--- config.mk ---
export PLATFORM = sky130hd
export DESIGN_NAME = scanline_irq_counter
export DESIGN_NICKNAME = d
export VERILOG_FILES = /design/src/rtl/scanline_irq_counter.sv
export SDC_FILE = /design/constraint.sdc
export NUM_CORES = 1
export LEC_CHECK = 0
export BUFFER_PORTS_ARGS = -buffer_cell sky130_fd_sc_hd__buf_2
export CORE_MARGIN = 5
export CORE_UTILIZATION = 25
export DETAILED_ROUTE_END_ITERATION = 10
export GPL_TIMING_DRIVEN = 0
export PLACE_DENSITY = 0.47
export SYNTH_ARGS = -nofsm -noshare
export SYNTH_HDL_FRONTEND = slang
export SYNTH_SLANG_ARGS = --single-unit
--- constraint.sdc ---
create_clock -name clk -period 4.65 [get_ports clk]
set_input_delay 0.6975 -clock clk [delete_from_list [all_inputs] [get_ports clk]]
set_output_delay 0.6975 -clock clk [all_outputs]
set_load 0.02 [all_outputs]
--- src/rtl/scanline_irq_counter.sv ---
module scanline_irq_counter #(
  parameter int CNT_W     = 8,
  parameter int LINE_W    = 9,
  parameter int LAST_LINE = 239
) (
  input  logic              clk,
  input  logic              rst_n,
  input  logic              cpu_we,
  input  logic [15:0]       cpu_addr,
  input  logic [CNT_W-1:0]  cpu_wdata,
  input  logic              line_tick,
  input  logic [LINE_W-1:0] line_num,
  input  logic              render_on,
  output logic              irq_out
);
  localparam logic [15:0]       DEC_MASK = 16'hF7FF;
  localparam logic [LINE_W-1:0] LAST     = LINE_W'(LAST_LINE);
  localparam logic [CNT_W-1:0]  ONE      = CNT_W'(1);
  localparam logic [CNT_W-1:0]  ZERO     = '0;

  logic [CNT_W-1:0] cnt_q, lat_q, pre;
  logic             en_q, pend_q;
  logic [15:0]      a;
  logic             wr_cnt, wr_lat, wr_off, wr_on, hit, step, fire;

  assign a      = cpu_addr & DEC_MASK;
  assign wr_cnt = cpu_we && (a == 16'hC000);
  assign wr_lat = cpu_we && (a == 16'hC001);
  assign wr_off = cpu_we && (a == 16'hE000);
  assign wr_on  = cpu_we && (a == 16'hE001);
  assign hit    = wr_cnt | wr_lat | wr_off | wr_on;

  assign step = line_tick && render_on && en_q && !pend_q && (line_num <= LAST) && !hit;
  assign pre  = (line_num == '0 && cnt_q != ZERO) ? cnt_q - ONE : cnt_q;
  assign fire = step && (pre == ZERO);

  always_ff @(posedge clk) begin
    if (!rst_n) begin
      cnt_q  <= '0;
      lat_q  <= '0;
      en_q   <= 1'b0;
      pend_q <= 1'b0;
    end else begin
      if (wr_cnt) cnt_q <= cpu_wdata;
      if (wr_lat) lat_q <= cpu_wdata;
      if (wr_off) en_q  <= 1'b0;
      if (wr_on)  en_q  <= 1'b1;
      if (hit) begin
        pend_q <= 1'b0;
      end else if (fire) begin
        pend_q <= 1'b1;
        cnt_q  <= lat_q;
      end else if (step) begin
        cnt_q  <= pre - ONE;
      end
    end
  end

  assign irq_out = pend_q;

  AST_ACK_CLEARS: assert property (@(posedge clk) disable iff (!rst_n)
    hit |=> !irq_out);
  AST_IRQ_HOLDS: assert property (@(posedge clk) disable iff (!rst_n)
    (irq_out && !hit) |=> irq_out);
  AST_OFF_NO_FIRE: assert property (@(posedge clk) disable iff (!rst_n)
    (!en_q && !hit) |=> !$rose(irq_out));
  AST_LINE_GATE: assert property (@(posedge clk) disable iff (!rst_n)
    (line_num > LAST && !hit) |=> $stable(cnt_q) && $stable(pend_q));
  AST_FIRE_RELOAD: assert property (@(posedge clk) disable iff (!rst_n)
    $rose(irq_out) |-> cnt_q == lat_q);
  AST_WRITE_WINS: assert property (@(posedge clk) disable iff (!rst_n)
    (hit && line_tick) |=> !irq_out);
endmodule

Yosys cells after proc, flatten, opt, wreduce, memory -nomap -nowiden
Index checks and enable logic that the tools add are counted.

Output and inout bits: 1. Input port bits: 38. Flip-flop bits (word level): 18.

Bitwise logic cells: 4. Add/sub/neg operators: 2. Magnitude comparators: 1. Muxes and demuxes: 7. Reductions and logical operators: 18. Eq/ne operators: 4.

Operators by type and width (number): equality test 15 bit (second input constant) (4); 2-to-1 mux 8 bit (5); subtractor 8 x 1 -> 8 bit (second input constant) (2); logical AND 1 bit (11); <= comparator 9 x 8 -> 1 bit (second input constant) (1); logical NOT 9 bit (1); logical NOT 8 bit (1); nonzero test 8 bit (1); OR 1 bit (3); logical NOT 1 bit (2); 2-to-1 mux 1 bit (2); nonzero test 2 bit (1); OR reduction 2 bit (1); inverter 1 bit (1).

Logic depth before layout (Yosys ltp)
Depth after elaboration: 10. Gate-level depth with buffers: 13. Depth with buffers taken out: 12.

Worst setup path before layout
No wires, ideal clock.

Path kind: input-to-reg. Start point: input line_num[5]. End point: register cnt_q[0]. Arrival: 3.041 ns. Library setup time: 0.095 ns. Stages on the path: 11. Slack: 1.513 ns. Required time: 4.555 ns. Cells stage by stage: nor4_4 and3_1 clkbuf_1 nand2_1 xnor2_1 ha_1 nand3_1 or4_1 buf_2 or3_1 o311ai_1.

Cells in the longest elaborated chain, start to end: 7.

RTL lines: start: declaration (RTL line 12) `input logic [LINE_W-1:0] line_num,`; logical NOT 9 bit (RTL line 34) `assign pre = (line_num == '0 && cnt_q != ZERO) ? cnt_q - ONE : cnt_q;`; logical AND 1 bit (RTL line 34); 2-to-1 mux 8 bit (RTL line 34); subtractor 8 x 1 -> 8 bit or logical NOT 8 bit (tied branches) (RTL line 54, 35); 2-to-1 mux 8 bit or logical AND 1 bit (tied branches) (RTL line 53, 35); 2-to-1 mux 8 bit * (RTL line 50) `end else if (fire) begin`; 2-to-1 mux 8 bit * (RTL line 48) `if (hit) begin`; end signal: assignment (RTL line 44) `if (wr_cnt) cnt_q <= cpu_wdata;`; end signal: assignment (RTL line 52) `cnt_q <= lat_q;`; end signal: assignment (RTL line 54) `cnt_q <= pre - ONE;`; end: declaration (RTL line 21) `logic [CNT_W-1:0] cnt_q, lat_q, pre;`.

Mark *: on every way between the ends. The rest lies on a longest branch, timed or not. A chain may end at the register's enable or synchronous reset.

Worst setup path after layout
Same ends and word-level chain as after synthesis.

==> flow_metrics.tcl <==
set metrics [dict create \
    area_delta_synth_final_pct 21.8 \
    maxSlewViolCount 0 \
    dieHeight_um 88.2 \
    clock_latency_ns 0.25 \
    worst_slew_pin_slew_ns 0.807 \
    setup_viol 0 \
    start_util_pct 25.8 \
    drtIter0Drc 94 \
    cts_root_buffer "clkbuf_8" \
    rsz0062_at_grt "no" \
    cp.arrival_ns 3.70 \
    wl_per_cell_um 15.0 \
    die_w_um 88.2 \
    ctsHoldBuffers 0 \
    grt_pass1_vias 1446 \
    avgSynthCellArea_um2 8.45 \
    vias_per_cell 5.03 \
    synth_edf_count 0 \
    fmax_mhz 282 \
    ys_seq_area_share_pct 23.6 \
    period_needed_ns 3.55 \
    status "finished clean" \
    ys.warnings.count 0 \
    cp-start-kind "input pin" \
    ir_drop_uv 170 \
    report.final.hold_viol_count 0 \
    synth_area_leaders "dfxtp_1, mux2i_1, nor2_1, ha_1, xnor2_1" \
    min_to "en_q" \
    netlist_area_mm2 0.00153 \
    grt_pass1_wl_um 7490 \
    synth.net_count 223 \
    num_io_pins 39 \
    net-switching-power_w 0.0000659 \
    rows 28 \
    cts_buffers 3 \
    final_nets 265 \
    drt_wl_total_um 4460 \
    remaining_drc_errors 0 \
    rr_endpoint "cnt_q[0]" \
    crit_type "input pin to flip-flop" \
    synthDominantCellAreaShare_pct 23.6 \
    grt_max_degree 11 \
    p_leak_nw 0.657 \
    switching_share_pct 21.3 \
    dieArea_mm2 0.00778 \
    ctsResizeCount 0 \
    cts_setup_buffers 0 \
    ys_ff_latch 18 \
    p_seq_share_pct 49.9 \
    powerDensity_mw_per_mm2 166 \
    synth-main-ff-cell "dfxtp_1" \
    first_pass_iters 4 \
    core_region_area_mm2 0.00592 \
    netlist_instances 181 \
    track_usage_pct 12.1 \
    cts_buffer_depth 2 \
    final_cells 297 \
    cp_max_fo 8 \
    synth.most_common_cell "dfxtp_1" \
    dp.cells 293 \
    reg2reg_from "cnt_q[0]" \
    p_comb_share_pct 8.3 \
    worstHoldPathType "flip-flop to flip-flop" \
    ys_top_cells_by_count "dfxtp_1, nor2_1, mux2i_1" \
    hpwl_um 3560 \
    intPower_w 0.000243 \
    drive_above_1_share_pct 26.6 \
    cts_tree "yes" \
    synth_cell_types 55 \
    hp-start "en_q" \
    gp_congestion 0.849 \
    via_count 1495 \
    holdPathStages 2 \
    overflow 0 \
    antenna_found_initial 0 \
    port_buffers 37 \
    antenna_left 0 \
    synth_largest_area_cell "dfxtp_1" \
    setup_tns_ns 0 \
    antenna_cells 0 \
    ff2ff_setup_slack_ns 1.29 \
    cp.required_ns 4.81 \
    cap_violations 0 \
    clkSlewWorstSetupHoldPaths_ns 0.07 \
    slew_headroom_pct 45.9 \
    clock_skew_ns 0.000747 \
    cts_num_sinks 18 \
    worstSetupEndpointType "flip-flop" \
    reg2regPathDepth 12 \
    finalCritPeriodShare_pct 76.3 \
    h-tree-depth 1 \
    async_flop_share_pct 0 \
    clkPwrFrac_pct 41.7 \
]
through the flow:
step / setup WS (ns) / total power (W) / utilization, % / hold slack [ns] / instance area, um^2
after floorplan: 1.51 / 0.000164 / - / 0.454 / 1530
after global placement: 0.845 / 0.000183 / 30.5 / 0.481 / 1810
after detailed placement: 0.875 / 0.000184 / 30.5 / 0.481 / 1810
after CTS: 1.13 / 0.000311 / 31.5 / 0.493 / 1860
after global routing: 0.919 / 0.000326 / 31.5 / 0.514 / 1860
final: 1.10 / 0.000309 / 31.5 / 0.495 / 1860
cell usage in the layout, fill, tap and decap left out, drive strengths merged, types with 2 or more instances in the layout:
master and count:
o211ai 5, or3b 2, or3 3, and2 2, nand2 11, xnor2 5, and3 2, nand3b 2
mux2 6, inv 7, mux2i 13, a21oi 7, nor3 9, o221a 2, nor4 6, and4 2
xor2 2, a31oi 4, buf 41, ha 4, or4 3, dfxtp 18, nor2 17, nor4b 2
a211oi 2, o21ai 7, o22ai 2, nand3 7, o31a 3, nor3b 3, nand4 6, clkbuf 8
critical path: stages:
cell and delay [ns]:
buf_2 0.12, nor4_4 0.32, and3_1 0.20, clkbuf_1 0.23
nand2_1 0.17, xnor2_1 0.41, ha_1 0.29, nand3_1 0.11
or4_1 0.51, buf_2 0.19, or3_1 0.36, o311ai_1 0.08
how the worst max path moves through the flow:
stage                      startpoint  endpoint  slack, ns  cells past startpoint
after floorplan           line_num[5]  cnt_q[0]       1.51                     11
after global placement    line_num[5]  cnt_q[0]       0.84                     12
after detailed placement  line_num[5]  cnt_q[0]       0.87                     12
after CTS                 line_num[5]  cnt_q[0]       1.13                     12
after global routing      line_num[5]  cnt_q[6]       0.92                     12
final                     line_num[5]  cnt_q[0]       1.10                     12
area by class of cell:
| class | count | area (um^2) |
|---|---|---|
| plain buffers | 8 | 46.3 |
| clock buffers | 4 | 55.1 |
| fillers | 657 | 4060 |
| inverters | 7 | 26.3 |
| multi-input cells | 148 | 1100 |
| flip-flops and latches | 18 | 360 |
| well taps | 75 | 93.8 |
| repair buffers | 37 | 185 |
flip-flops by register name, indices dropped and copies added, names as in the netlist:
| register | cells |
|---|---|
| cnt_q | 8 |
| irq_out | 1 |
| en_q | 1 |
| lat_q | 8 |
power groups by stage:
stage	clock network [W]	logic, W	registers, W
floorplan	0	0.00000591	0.000158
global placement	0	0.0000252	0.000158
detailed placement	0	0.0000261	0.000158
CTS	0.000131	0.0000262	0.000154
global route	0.000143	0.0000292	0.000154
finish	0.000129	0.0000258	0.000154
metal layers:
| metal | GRT usage, % | up-vias | routed length [um] |
|---|---|---|---|
| met5 | 0 | - | 0 |
| met4 | 2.47 | 0 | 31 |
| met3 | 1.32 | 4 | 196 |
| met2 | 18.7 | 34 | 2030 |
| met1 | 18.0 | 682 | 2200 |
| li1 | - | 775 | - |
kinds of logic (layout without fill, tap and decap cells):
| group | Yosys count | count (layout) | synth area share [%] |
|---|---|---|---|
| compound gates | 39 | 39 | 19.6 |
| xor+xnor | 7 | 7 | 4.01 |
| fa+ha+maj | 4 | 4 | 3.27 |
| buf+inv | 15 | 56 | 4.75 |
| flops | 18 | 18 | 23.6 |
| mux | 19 | 19 | 13.2 |
| simple gates | 79 | 79 | 31.6 |
No activity file was read; power rests on OpenSTA's default activity.
